$ cat config.mk
export PLATFORM = sky130hd
export DESIGN_NAME = macro_upload
export DESIGN_NICKNAME = d
export VERILOG_FILES = /design/src/rtl/mu_pkg.sv /design/src/rtl/mu_decode.sv /design/src/rtl/mu_track.sv /design/src/rtl/mu_emit.sv /design/src/rtl/macro_upload.sv
export SDC_FILE = /design/constraint.sdc
export NUM_CORES = 1
export LEC_CHECK = 0
export ABC_AREA = 1
export BUFFER_PORTS_ARGS = -buffer_cell sky130_fd_sc_hd__buf_2
export CORE_MARGIN = 4
export CORE_UTILIZATION = 48
export DETAILED_ROUTE_END_ITERATION = 16
export PLACE_DENSITY_LB_ADDON = 0.25
export SETUP_SLACK_MARGIN = 0.5
export SLEW_MARGIN = 20
export SYNTH_ARGS = -nofsm -noshare
export SYNTH_HDL_FRONTEND = slang
export SYNTH_HIERARCHICAL = 1
export SYNTH_SLANG_ARGS = --single-unit
export TNS_END_PERCENT = 10
$ cat constraint.sdc
create_clock -name clk -period 1.9 [get_ports clk]
set_input_delay 0.38 -clock clk [delete_from_list [all_inputs] [get_ports clk]]
set_output_delay 0.38 -clock clk [all_outputs]
set_load 0.02 [all_outputs]
$ cat src/rtl/mu_pkg.sv
package mu_pkg;
  localparam int unsigned WORD_W = 32;
  localparam logic [WORD_W-1:0] ENTRY_NONE = 32'hFFFF_FFFF;

  typedef enum logic [1:0] {
    K_NONE  = 2'd0,
    K_ENTRY = 2'd1,
    K_CODE  = 2'd2
  } kind_e;
endpackage

$ cat src/rtl/mu_decode.sv
module mu_decode
  import mu_pkg::*;
#(
  parameter int unsigned METHOD_W = 12,
  parameter logic [METHOD_W-1:0] ENTRY_METHOD = 12'h047,
  parameter logic [METHOD_W-1:0] CODE_METHOD  = 12'h046
) (
  input  logic                valid_i,
  input  logic [METHOD_W-1:0] method_i,
  output kind_e               kind_o
);
  always_comb begin
    kind_o = K_NONE;
    if (valid_i) begin
      if (method_i == ENTRY_METHOD)     kind_o = K_ENTRY;
      else if (method_i == CODE_METHOD) kind_o = K_CODE;
    end
  end
endmodule

$ cat src/rtl/mu_track.sv
module mu_track
  import mu_pkg::*;
#(
  parameter int unsigned DEPTH = 16,
  parameter int unsigned REM_W = 16,
  parameter logic [WORD_W-1:0] TRIGGER_BASE = 32'h0000_0E00,
  localparam int unsigned IDX_W = $clog2(DEPTH),
  localparam int unsigned CNT_W = $clog2(DEPTH + 1)
) (
  input  logic              clk,
  input  logic              rst_n,
  input  kind_e             kind_i,
  input  logic [WORD_W-1:0] value_i,
  input  logic [REM_W-1:0]  remain_i,
  output logic              wr_fire_o,
  output logic [IDX_W-1:0]  wr_idx_o,
  output logic [WORD_W-1:0] key_o,
  output logic              cm_fire_o,
  output logic [CNT_W-1:0]  cm_len_o,
  output logic              orphan_fire_o,
  output logic              ovf_fire_o
);
  localparam logic [CNT_W-1:0] DEPTH_C = CNT_W'(DEPTH);

  logic [WORD_W-1:0] entry_q, entry_d;
  logic [CNT_W-1:0]  cnt_q, cnt_d;
  logic              blk_q, blk_d;
  logic              st_en;
  logic              open_w;

  assign open_w = (entry_q != ENTRY_NONE);
  assign st_en  = (kind_i != K_NONE);
  assign key_o  = (entry_q << 1) + TRIGGER_BASE;

  always_comb begin
    entry_d       = entry_q;
    cnt_d         = cnt_q;
    blk_d         = blk_q;
    wr_fire_o     = 1'b0;
    wr_idx_o      = cnt_q[IDX_W-1:0];
    cm_fire_o     = 1'b0;
    cm_len_o      = cnt_q + CNT_W'(1);
    orphan_fire_o = 1'b0;
    ovf_fire_o    = 1'b0;
    case (kind_i)
      K_ENTRY: begin
        entry_d = value_i;
        cnt_d   = '0;
        blk_d   = 1'b0;
      end
      K_CODE: begin
        if (!open_w) begin
          orphan_fire_o = 1'b1;
        end else begin
          if (cnt_q < DEPTH_C) begin
            wr_fire_o = 1'b1;
            cnt_d     = cnt_q + CNT_W'(1);
          end else begin
            ovf_fire_o = 1'b1;
          end
          if (remain_i == '0) begin
            cm_fire_o = !blk_q && !ovf_fire_o;
            entry_d   = ENTRY_NONE;
            cnt_d     = '0;
            blk_d     = 1'b0;
          end else if (ovf_fire_o) begin
            blk_d = 1'b1;
          end
        end
      end
      default: ;
    endcase
  end

  always_ff @(posedge clk or negedge rst_n) begin
    if (!rst_n) begin
      entry_q <= ENTRY_NONE;
      cnt_q   <= '0;
      blk_q   <= 1'b0;
    end else if (st_en) begin
      entry_q <= entry_d;
      cnt_q   <= cnt_d;
      blk_q   <= blk_d;
    end
  end

  // a word index handed out never exceeds the staging depth
  p_index_in_range_r7: assert property (@(posedge clk) disable iff (!rst_n)
    wr_fire_o |-> (cnt_q < DEPTH_C));
  // no write can come from a closed upload
  p_closed_no_write_r6: assert property (@(posedge clk) disable iff (!rst_n)
    !open_w |-> !wr_fire_o && !cm_fire_o);
endmodule

$ cat src/rtl/mu_emit.sv
module mu_emit
  import mu_pkg::*;
#(
  parameter int unsigned IDX_W = 4,
  parameter int unsigned CNT_W = 5
) (
  input  logic              clk,
  input  logic              rst_n,
  input  logic              wr_fire_i,
  input  logic [IDX_W-1:0]  wr_idx_i,
  input  logic [WORD_W-1:0] key_i,
  input  logic [WORD_W-1:0] word_i,
  input  logic              cm_fire_i,
  input  logic [CNT_W-1:0]  cm_len_i,
  input  logic              orphan_fire_i,
  input  logic              ovf_fire_i,
  output logic              wr_en_o,
  output logic [WORD_W-1:0] wr_key_o,
  output logic [IDX_W-1:0]  wr_index_o,
  output logic [WORD_W-1:0] wr_word_o,
  output logic              commit_valid_o,
  output logic [WORD_W-1:0] commit_key_o,
  output logic [CNT_W-1:0]  commit_len_o,
  output logic              err_orphan_o,
  output logic              err_overflow_o
);
  logic orphan_d, overflow_d;

  assign orphan_d   = err_orphan_o | orphan_fire_i;
  assign overflow_d = err_overflow_o | ovf_fire_i;

  always_ff @(posedge clk or negedge rst_n) begin
    if (!rst_n) begin
      wr_en_o        <= 1'b0;
      commit_valid_o <= 1'b0;
      err_orphan_o   <= 1'b0;
      err_overflow_o <= 1'b0;
    end else begin
      wr_en_o        <= wr_fire_i;
      commit_valid_o <= cm_fire_i;
      err_orphan_o   <= orphan_d;
      err_overflow_o <= overflow_d;
    end
  end

  always_ff @(posedge clk or negedge rst_n) begin
    if (!rst_n) begin
      wr_key_o   <= '0;
      wr_index_o <= '0;
      wr_word_o  <= '0;
    end else if (wr_fire_i) begin
      wr_key_o   <= key_i;
      wr_index_o <= wr_idx_i;
      wr_word_o  <= word_i;
    end
  end

  always_ff @(posedge clk or negedge rst_n) begin
    if (!rst_n) begin
      commit_key_o <= '0;
      commit_len_o <= '0;
    end else if (cm_fire_i) begin
      commit_key_o <= key_i;
      commit_len_o <= cm_len_i;
    end
  end

  // orphan flag is sticky
  p_orphan_sticky_r6: assert property (@(posedge clk) disable iff (!rst_n)
    err_orphan_o |=> err_orphan_o);
  // overflow flag is sticky
  p_overflow_sticky_r7: assert property (@(posedge clk) disable iff (!rst_n)
    err_overflow_o |=> err_overflow_o);
endmodule

$ cat src/rtl/macro_upload.sv
module macro_upload
  import mu_pkg::*;
#(
  parameter int unsigned METHOD_W = 12,
  parameter int unsigned REM_W    = 16,
  parameter int unsigned DEPTH    = 16,
  parameter logic [METHOD_W-1:0] ENTRY_METHOD = 12'h047,
  parameter logic [METHOD_W-1:0] CODE_METHOD  = 12'h046,
  parameter logic [31:0] TRIGGER_BASE = 32'h0000_0E00,
  localparam int unsigned IDX_W = $clog2(DEPTH),
  localparam int unsigned CNT_W = $clog2(DEPTH + 1)
) (
  input  logic                clk,
  input  logic                rst_n,
  input  logic                in_valid,
  input  logic [METHOD_W-1:0] in_method,
  input  logic [31:0]         in_value,
  input  logic [REM_W-1:0]    in_remain,
  output logic                wr_en,
  output logic [31:0]         wr_key,
  output logic [IDX_W-1:0]    wr_index,
  output logic [31:0]         wr_word,
  output logic                commit_valid,
  output logic [31:0]         commit_key,
  output logic [CNT_W-1:0]    commit_len,
  output logic                err_orphan,
  output logic                err_overflow
);
  kind_e             kind;
  logic              wr_fire, cm_fire, orphan_fire, ovf_fire;
  logic [IDX_W-1:0]  wr_idx;
  logic [CNT_W-1:0]  cm_len;
  logic [WORD_W-1:0] key;

  mu_decode #(
    .METHOD_W    (METHOD_W),
    .ENTRY_METHOD(ENTRY_METHOD),
    .CODE_METHOD (CODE_METHOD)
  ) u_decode (
    .valid_i (in_valid),
    .method_i(in_method),
    .kind_o  (kind)
  );

  mu_track #(
    .DEPTH       (DEPTH),
    .REM_W       (REM_W),
    .TRIGGER_BASE(TRIGGER_BASE)
  ) u_track (
    .clk          (clk),
    .rst_n        (rst_n),
    .kind_i       (kind),
    .value_i      (in_value),
    .remain_i     (in_remain),
    .wr_fire_o    (wr_fire),
    .wr_idx_o     (wr_idx),
    .key_o        (key),
    .cm_fire_o    (cm_fire),
    .cm_len_o     (cm_len),
    .orphan_fire_o(orphan_fire),
    .ovf_fire_o   (ovf_fire)
  );

  mu_emit #(
    .IDX_W(IDX_W),
    .CNT_W(CNT_W)
  ) u_emit (
    .clk           (clk),
    .rst_n         (rst_n),
    .wr_fire_i     (wr_fire),
    .wr_idx_i      (wr_idx),
    .key_i         (key),
    .word_i        (in_value),
    .cm_fire_i     (cm_fire),
    .cm_len_i      (cm_len),
    .orphan_fire_i (orphan_fire),
    .ovf_fire_i    (ovf_fire),
    .wr_en_o       (wr_en),
    .wr_key_o      (wr_key),
    .wr_index_o    (wr_index),
    .wr_word_o     (wr_word),
    .commit_valid_o(commit_valid),
    .commit_key_o  (commit_key),
    .commit_len_o  (commit_len),
    .err_orphan_o  (err_orphan),
    .err_overflow_o(err_overflow)
  );

  // an entry select never yields a write or a commit
  p_entry_quiet_r2: assert property (@(posedge clk) disable iff (!rst_n)
    (in_valid && in_method == ENTRY_METHOD) |=> !wr_en && !commit_valid);
  // a commit coincides with the closing word of the same key and position
  p_commit_with_last_r4: assert property (@(posedge clk) disable iff (!rst_n)
    commit_valid |-> wr_en && (wr_key == commit_key)
                     && (commit_len == CNT_W'(wr_index) + CNT_W'(1)));
  // foreign methods are ignored
  p_foreign_ignored_r9: assert property (@(posedge clk) disable iff (!rst_n)
    (in_valid && in_method != ENTRY_METHOD && in_method != CODE_METHOD)
      |=> !wr_en && !commit_valid && $stable(err_orphan) && $stable(err_overflow));
  // idle cycles change nothing
  p_idle_quiet_r11: assert property (@(posedge clk) disable iff (!rst_n)
    !in_valid |=> !wr_en && !commit_valid && $stable(err_orphan) && $stable(err_overflow));
endmodule

Word-level counts from Yosys, hierarchy flattened
Index checks and enable logic that the tools add are counted.

Register bits after elaboration: 147. Input port bits: 63. Output and inout port bits: 109. Logic and storage cells: 62.

Add/sub/neg operators: 2. Order comparisons: 1. Equal/unequal tests: 9. Muxes and demuxes: 27. Bitwise gates (word level): 2. Reduce and logical (&&, ||, !) cells: 9.

Operators by type and width (number): two-way mux 32 bit (2); one-hot mux 32 bit (2 select lines) (1); adder 32 x 12 -> 32 bit (second input constant) (1); inequality test 32 bit (second input constant) (1); == test 12 x 7 -> 1 bit (second input constant) (2); logical NOT 16 bit (1); two-way mux 1 bit (16); two-way mux 5 bit (3); AND reduction 4 bit (3); one-hot mux 5 bit (2 select lines) (1); two-way mux 2 bit (3); inequality test 3 x 1 -> 1 bit (second input constant) (2); adder 5 x 1 -> 5 bit (second input constant) (1); < comparator 5 bit (second input constant) (1); inequality test 2 x 1 -> 1 bit (second input constant) (2); nonzero test 2 bit (2); == test 2 x 1 -> 1 bit (second input constant) (1); == test 2 bit (second input constant) (1); logical NOT 1 bit (2); bitwise OR 1 bit (2); one-hot mux 1 bit (2 select lines) (1); logical AND 1 bit (1).

Depth between registers and ports, before layout
Gate-level depths: netlist of run 1.

Depth in word-level cells: 11. Depth in mapped cells: 15. Depth with buffers taken out: 14.

By module
The synthesis of run 1 kept the hierarchy.

Modules (own cells, without submodules): mu_emit (instances 1, cells each 450, area an instance 4077.7 sq um, sequential area each 2727.6 sq um); mu_track (instances 1, cells each 362, area an instance 2632.5 sq um, sequential area each 991.0 sq um); mu_decode (instances 1, cells each 22, area an instance 90.1 sq um, sequential area each 0.0 sq um).

Worst setup path after synthesis of run 1
OpenSTA, ideal clock, no wires.

Path type: input to register. Start point: input in_method[8]. End point: register u_emit.commit_key_o[14]. Arrival: 1991 ps. Data required time: 1835 ps. Setup slack: -156 ps. Cell stages on the path: 13. Path buffers: 2. Cells stage by stage: inv_1 nand2_1 nor2_1 nand2_1 nor2_1 inv_1 nor2_2 nand3_1 nor3_1 buf_2 buf_4 nand2_1 nand2_1.

Cells in the longest elaborated chain, start to end: 6.

Ends and longest elaborated chain: start, declared (line macro_upload.sv:16) `input logic [METHOD_W-1:0] in_method,`; == test 12 x 7 -> 1 bit (line mu_decode.sv:16) `else if (method_i == CODE_METHOD) kind_o = K_CODE;`; two-way mux 2 bit (line mu_decode.sv:16); two-way mux 2 bit * (line mu_decode.sv:15) `if (method_i == ENTRY_METHOD) kind_o = K_ENTRY;`; two-way mux 2 bit * (line mu_decode.sv:14) `if (valid_i) begin`; net kind[1] (line macro_upload.sv:29) `kind_e kind;`; == test 2 bit * (line mu_track.sv:45) `case (kind_i)`; two-way mux 1 bit * (line mu_track.sv:45); net cm_fire (line macro_upload.sv:30) `logic wr_fire, cm_fire, orphan_fire, ovf_fire;`; end signal, assigned (line mu_emit.sv:63) `commit_key_o <= key_i;`; end, declared (line mu_emit.sv:22) `output logic [WORD_W-1:0] commit_key_o,`.

The timed path passes the listed nets; every way through them passes the cells marked *. A chain may end at the register's enable or synchronous reset.

Final worst setup path of run 1
Start point: register u_track.entry_q[9]. End point: register u_emit.wr_key_o[22].

Cells in the longest elaborated chain, start to end: 3.

Ends and longest elaborated chain: start, declared (line mu_track.sv:25) `logic [WORD_W-1:0] entry_q, entry_d;`; start signal, assigned (line mu_track.sv:81) `entry_q <= entry_d;`; inequality test 32 bit (line mu_track.sv:31) `assign open_w = (entry_q != ENTRY_NONE);`; two-way mux 1 bit (line mu_track.sv:52) `if (!open_w) begin`; two-way mux 1 bit (line mu_track.sv:45); net wr_fire (line macro_upload.sv:30); end signal, assigned (line mu_emit.sv:52) `wr_key_o <= key_i;`; end, declared (line mu_emit.sv:18) `output logic [WORD_W-1:0] wr_key_o,`.

The timed path passes the listed nets, and every way through them passes these cells.

==> impl_metrics.tcl, run 1 <==
set metrics [dict create \
    crit_chain "ha_4 -> inv_2 -> nor2_1 -> nand2_1 -> nor2_4 -> nand2_4 -> nand2_4 -> nor2_4 -> clkinv_8 -> clkbuf_16 -> nand2_2 -> nand2_2" \
    area_growth_pct 37.3 \
    path_class "register to register" \
    setup_violations 0 \
    fin_crit_sh_pct 98.2 \
    cts_sinks 147 \
    status "finished, final reports clean" \
    wl_per_cell_microns 14.5 \
    syn_nets 900 \
    vias 5948 \
    drt_iter0_drc 427 \
    yosysTopAreaCell "dfrtp_1" \
    vdd_ir_drop_max_mv 0.625 \
    holdWs_ps 170 \
    htree_levels 4 \
    grt_pass1_wl_microns 28000 \
    seq_area_frac_synth_pct 54.7 \
    ant_nets 0 \
    dr.pass1.iters 7 \
    drive_above_1_share_pct 40.8 \
    cts_buffer_depth 2 \
    portBuffers 171 \
    fmax_ghz 0.536 \
    synth.top_cell.area_share_pct 42.3 \
    worst_setup_path_start_kind "register" \
    start_util_pct 49.0 \
    cpLargestDelayFamily "simple AND/OR/NAND/NOR gates" \
    hp-class "input port to register" \
    drv_slew 0 \
    ioPinCount 172 \
    grt_max_degree 63 \
    synth_area_leaders "dfrtp_1, nand2_1, dfstp_2" \
    fin_ws_ps 34.1 \
    grt_remaining_overflow 0 \
    drc 0 \
    fin_nets 1116 \
    cp.buffers_inverters 3 \
    place_ws_ps -142 \
    grt_antenna_before_repair 0 \
    setup_tns_ps 0 \
    cts_buffers 17 \
    cts_tree "built" \
    gp_congestion 0.857 \
    cts-root-buf "clkbuf_16" \
    clock_latency_ps 430 \
    syn_area_per_cell_sq_um 8.15 \
    synthCells 834 \
    clk_pin_slew_ps 60 \
    row_count 43 \
    power.leakage_nw 5.38 \
    via_per_inst 4.79 \
    rsz0062_at_grt "true" \
    routed_wl_microns 18100 \
    synth.ff_latch_count 147 \
    die_area_sq_mm 0.0161 \
    cpPeakStageDelay_ps 400 \
    worst_ep_arrival_time_ps 2180 \
    maxCapViolations 0 \
    endpoint_kind "register" \
    cp_max_fo 6 \
    final-hold-violation-count 0 \
    dp_hpwl_microns 12300 \
    power.density_mw_per_mm2 726 \
    syn_area_sq_mm 0.00680 \
    core_area_sq_mm 0.0139 \
    grt_use_total_pct 21.6 \
    fp.dieH_microns 127 \
    min_period_ps 1870 \
    crit_slowest_cell "dfstp_2" \
    die_width_microns 127 \
    diodes 0 \
    grt_pass1_vias 5674 \
    yosysWarnings 6 \
    cp.required_ps 2210 \
    ys_types 23 \
    fin_skew_ps 9.74 \
]
metrics by stage:
| stage | power (mW) | cells | utilization (%) | cell area, sq um |
|---|---|---|---|---|
| final | 6.78 | 1243 | 67.3 | 9340 |
| after global routing | 7.00 | 1243 | 67.3 | 9340 |
| after CTS | 6.83 | 1232 | 64.2 | 8910 |
| after detailed placement | 3.41 | 1198 | 59.1 | 8200 |
| after global placement | 3.41 | 1198 | 59.1 | 8200 |
| after floorplan | 3.25 | 834 | - | 6910 |
path summary, 6_finish.rpt:
kind / from / to / slack [ps] / depth (start not counted)
setup / recovery: u_track/entry_q[9] / u_emit/wr_key_o[22] / 30 / 12
hold / removal: in_value[8] / u_emit/wr_word_o[8] / 170 / 3
setup reg to reg: u_track/entry_q[9] / u_emit/wr_key_o[22] / 30 / 12
hold reg to reg: u_emit/commit_key_o[6] / u_emit/commit_key_o[6] / 460 / 2
max in group asynchronous: rst_n / u_track/entry_q[17] / 900 / 3
min in group asynchronous: rst_n / u_emit/wr_index_o[1] / 360 / 2
where the power goes:
part	switching, mW	leakage, nW	internal [mW]
clock network	1.27	0.296	2.16
registers	0.00227	1.94	3.14
logic	0.122	3.14	0.0922
final cells by class:
| class | count | area [sq um] |
|---|---|---|
| Tap cell | 180 | 225 |
| Sequential cell | 147 | 3720 |
| Clock buffer | 22 | 474 |
| Clock inverter | 10 | 130 |
| Timing Repair Buffer | 244 | 1700 |
| Multi-Input combinational cell | 607 | 2940 |
| Fill cell | 1140 | 4540 |
| Inverter | 32 | 148 |
| Timing Repair inverter | 1 | 8.76 |
layer usage:
metal  vias up  GRT usage (%)  wire length [microns]
met5         -              0                      0
met4         0           7.13                    348
li1       2955              -                      -
met3        24           4.52                   1110
met2       201           32.6                   8320
met1      2768           31.4                   8310
layout by cell type, fill, tap and decap left out, types with 12 or more instances in the layout:
cell type | netlist | routed
nand3_1 | 48 | 45
dfstp_2 | 32 | 32
inv_1 | 30 | 20
nand2_2 | 2 | 49
buf_4 | 18 | 49
xor2_1 | 15 | 12
clkbuf_16 | 0 | 24
nor2_1 | 38 | 30
or2_2 | 34 | 34
buf_2 | 19 | 167
nand2_1 | 440 | 387
dfrtp_1 | 115 | 115
cell families (layout without fill, tap and decap cells):
| family | after synthesis | in the layout | share of synthesized area, % |
|---|---|---|---|
| compound gates | 1 | 1 | 0.0735 |
| xor+xnor | 24 | 24 | 3.09 |
| fa+ha+maj | 3 | 3 | 0.552 |
| buf+inv | 80 | 309 | 6.64 |
| flops | 147 | 147 | 54.7 |
| other cells | 1 | 1 | 0.0551 |
| simple gates | 578 | 578 | 34.9 |
timing repair:
| action | 4_1_cts | 5_1_grt |
|---|---|---|
| setup endpoints to repair | 147 | 149 |
| hold buffers | 1 | 0 |
| resized for setup | 18 | 74 |
| pin swaps | 7 | 17 |
| hold endpoints to repair | 11 | 0 |
| setup buffers | 1 | 2 |
| cloned | 0 | 9 |
synth_stat cells:
cell type	n
clkbuf_1	3
buf_4	18
nand3b_1	2
nor3_1	3
xnor2_1	9
conb_1	1
nor2_2	5
nand2_1	440
xor2_1	15
dfstp_2	32
nand4_1	3
buf_6	8
buf_2	19
or2_2	34
nand2_4	3
nand2_2	2
nand3_1	48
ha_1	3
nor2_1	38
a21oi_1	1
dfrtp_1	115
inv_2	2
inv_1	30
registers in the layout, summed over array words and instances, names as in the netlist, 4 cells and up:
name                 cells
u_emit/commit_key_o     32
u_emit/commit_len_o      5
u_emit/wr_key_o         32
u_track/entry_q         32
u_emit/wr_index_o        4
u_track/cnt_q            5
u_emit/wr_word_o        32
worst register-to-register path, stage by stage, from the launching register on:
cell and delay (ps):
dfstp_2 400, ha_4 160, inv_2 40, nor2_1 30, nand2_1 100, nor2_4 60, nand2_4 90, nand2_4 70
nor2_4 330, clkinv_8 160, clkbuf_16 200, nand2_2 70, nand2_2 50
Note: power is estimated with default switching activity, not from simulation.
==> run 2: changes to the inputs <==
--- a/config.mk
+++ b/config.mk
@@ -5,8 +5,8 @@
 export SDC_FILE = /design/constraint.sdc
 export NUM_CORES = 1
 export LEC_CHECK = 0
-export ABC_AREA = 1
-export BUFFER_PORTS_ARGS = -buffer_cell sky130_fd_sc_hd__buf_2
+export BUFFER_PORTS_ARGS = -buffer_cell sky130_fd_sc_hd__buf_4
+export CORE_ASPECT_RATIO = 1.1
 export CORE_MARGIN = 4
 export CORE_UTILIZATION = 48
 export DETAILED_ROUTE_END_ITERATION = 16
==> run 2 against run 1 <==
Effect of this change:
- the run now ends with setup timing left
- synthesized cell count decreased by 45%
- sequential power about the same
- hold slack improved by 24 ps
- combinational power increased by 16%
- flip-flop and latch count unchanged
- largest cell class unchanged
- highest routed layer unchanged
==> impl_metrics.tcl, run 2 <==
set metrics [dict create \
    status "finished with violations" \
    violations "setup timing" \
    switching_share_pct 19.8 \
    crit_slowest_cell "or4_4" \
    syn_area_per_cell_sq_um 14.0 \
    reg2reg_slack_ps -140 \
    rsz0062_at_grt "true" \
    fin_skew_ps 9.87 \
    core_area_sq_mm 0.0132 \
    crit_chain "buf_6 -> or4_4 -> nor4_4 -> nor2b_4 -> nand2_4 -> nor4_4 -> buf_4 -> buf_12 -> mux2_2" \
    p_sw_mw 1.30 \
    synth_area_leaders "dfrtp_1, mux2_2, dfstp_2" \
    fin_nets 750 \
    cts_buffer_depth 2 \
    row_count 44 \
    htree_levels 4 \
    min_period_ps 2110 \
    combPwrFrac_pct 3.8 \
    synthArstFlopShare_pct 100 \
    cp.buffers_inverters 3 \
    setup_violations 107 \
    drt_iter0_drc 171 \
    gp_congestion 0.801 \
    worst_setup_path_start_kind "input port" \
    vdd_ir_drop_max_mv 0.546 \
    syn_area_sq_mm 0.00640 \
    seq_area_frac_synth_pct 58.1 \
    portBuffers 171 \
    placedCellCount 822 \
    yosysMostFrequentCell "dfrtp_1" \
    final_cell_mix "buf_4, dfrtp_1, mux2_2" \
    clock_power_share_pct 48.2 \
    cp_max_fo 22 \
    fp.dieH_microns 129 \
    cpPeakStageDelay_ps 540 \
    hp-class "input port to register" \
    synth.top_cell.area_share_pct 44.9 \
    power.leakage_nw 4.56 \
    grt_antenna_before_repair 0 \
    layout_commonest_cell "buf_4" \
    drv_slew 0 \
    die_area_sq_mm 0.0153 \
    fill_cells 934 \
    die_width_microns 118 \
    synth.ff_latch_count 147 \
    clk_pin_slew_ps 60 \
    yosysWarnings 6 \
    ys_top_cells_by_count "dfrtp_1, mux2_2, dfstp_2, o22a_1, mux2_4" \
    cp_common_cell "nor4_4" \
    fin_cells 858 \
    drc 0 \
    diodes 0 \
    syn_nets 523 \
    wl_per_cell_microns 17.6 \
    final-hold-violation-count 0 \
    vias 4583 \
    ys_types 44 \
    cts_buffers 17 \
    clock_latency_ps 420 \
    maxCapViolations 0 \
    worstHoldStart "in_value[19]" \
    grt_pass1_wl_microns 24500 \
    grt_use_total_pct 20.4 \
    holdWs_ps 193 \
    total_power_mw 6.57 \
    fin_ws_ps -211 \
    ioPinCount 172 \
    grt_max_degree 41 \
    yosysTopAreaCell "dfrtp_1" \
    fin_crit_sh_pct 111 \
    cts-root-buf "clkbuf_16" \
    r2r_start "u_track/entry_q[13]" \
    grt_remaining_overflow 0 \
    area_growth_pct 40.9 \
    worst_ep_arrival_time_ps 2400 \
    start_util_pct 48.7 \
    synth_top_flop_cell "dfrtp_1" \
    cts_sinks 147 \
    intPower_mw 5.27 \
    dp_hpwl_microns 11100 \
    whs_path_depth 3 \
    worstRegToRegCells 8 \
    ant_nets 0 \
    synth-edff-count 0 \
    cts_tree "built" \
    crit-reg2reg-capture "u_emit/commit_key_o[10]" \
    fmax_ghz 0.474 \
    synthCells 457 \
    routed_wl_microns 15100 \
    cpLargestDelayFamily "simple AND/OR/NAND/NOR gates" \
    cp.required_ps 2190 \
    dr.pass1.iters 4 \
    drive_above_1_share_pct 62.4 \
    seq_power_share_pct 48.0 \
    path_class "input port to register" \
    power.density_mw_per_mm2 728 \
    endpoint_kind "register" \
    min_to "u_track/entry_q[19]" \
    via_per_inst 5.34 \
    grt_pass1_vias 4766 \
]
run 2: cell count changes in the layout (fill, tap and decap cells not counted), moves of 23 or more:
cell     delta
nand3_1    -35
mux2_4     +23
buf_2     -167
nand2_1   -370
mux2_2     +82
nand2_2    -49
buf_4     +177
o22a_1     +29
or2_2      -31
run 2: stage by stage:
stage	utilization (%)	TNS, ps	setup slack, ps	instance area, sq um
detailed placement	62.8	-92710	-840	8260
floorplan	-	-80140	-730	6450
global route	68.6	-23980	-275	9020
global placement	62.8	-92230	-840	8260
CTS	68.3	-14770	-198	8990
finish	68.6	-16250	-211	9020
run 2: repair_timing:
action	CTS	global route
pin swaps	19	9
gates resized for setup	32	6
cloned	1	0
setup endpoints to repair	147	147
buffers inserted	1	1
hold buffers	1	0
endpoints found under the hold margin	30	0
run 2: power groups by stage:
stage               logic [mW]  registers (mW)  clock network (mW)
floorplan               0.0254            3.21                   0
global placement         0.238            3.21                   0
detailed placement       0.245            3.21                   0
CTS                      0.253            3.15                3.23
global route             0.274            3.15                3.37
finish                   0.248            3.15                3.17
run 2: kinds of logic (layout without fill, tap and decap cells):
group	count (synthesis)	after routing	synth area share (%)
flip-flops	147	147	58.1
multiplexers	108	108	20.1
AND/OR/NAND/NOR	87	87	7.49
AO/OA/AOI/OAI	44	44	5.90
buffers and inverters	44	284	4.63
XOR/XNOR	23	23	3.15
adder cells (fa/ha/maj)	3	3	0.586
other	1	1	0.0586
run 2: worst max-delay path by stage:
stage	to	start	cells after the start
floorplan	u_emit/commit_key_o[10]	in_method[0]	9
global placement	u_emit/commit_key_o[17]	in_method[0]	8
detailed placement	u_emit/commit_key_o[19]	in_method[0]	8
CTS	u_emit/commit_key_o[15]	in_method[0]	9
global route	u_emit/commit_key_o[15]	in_method[0]	9
finish	u_emit/commit_key_o[15]	in_method[0]	9
run 2: layout make-up:
| type | count | area, sq um | share of cell area, % |
|---|---|---|---|
| Multi-Input combinational cell | 266 | 2550 | 28.2 |
| Timing Repair Buffer | 246 | 1970 | 21.9 |
| Clock buffer | 26 | 479 | 5.31 |
| Tap cell | 161 | 201 | 2.23 |
| Inverter | 6 | 22.5 | 0.250 |
| Sequential cell | 147 | 3720 | 41.2 |
| Clock inverter | 6 | 80.1 | 0.887 |
run 2: layer usage:
layer	track usage [%]	wire length (microns)	vias to the layer above
li1	-	-	2096
met1	24.2	6070	2325
met2	35.5	7880	142
met3	5.54	840	20
met4	8.69	301	0
met5	0	0	-
run 2: tightest hold or removal path: stages:
cell	delay, ps
buf_4	90
mux2i_1	50
nand2_1	50
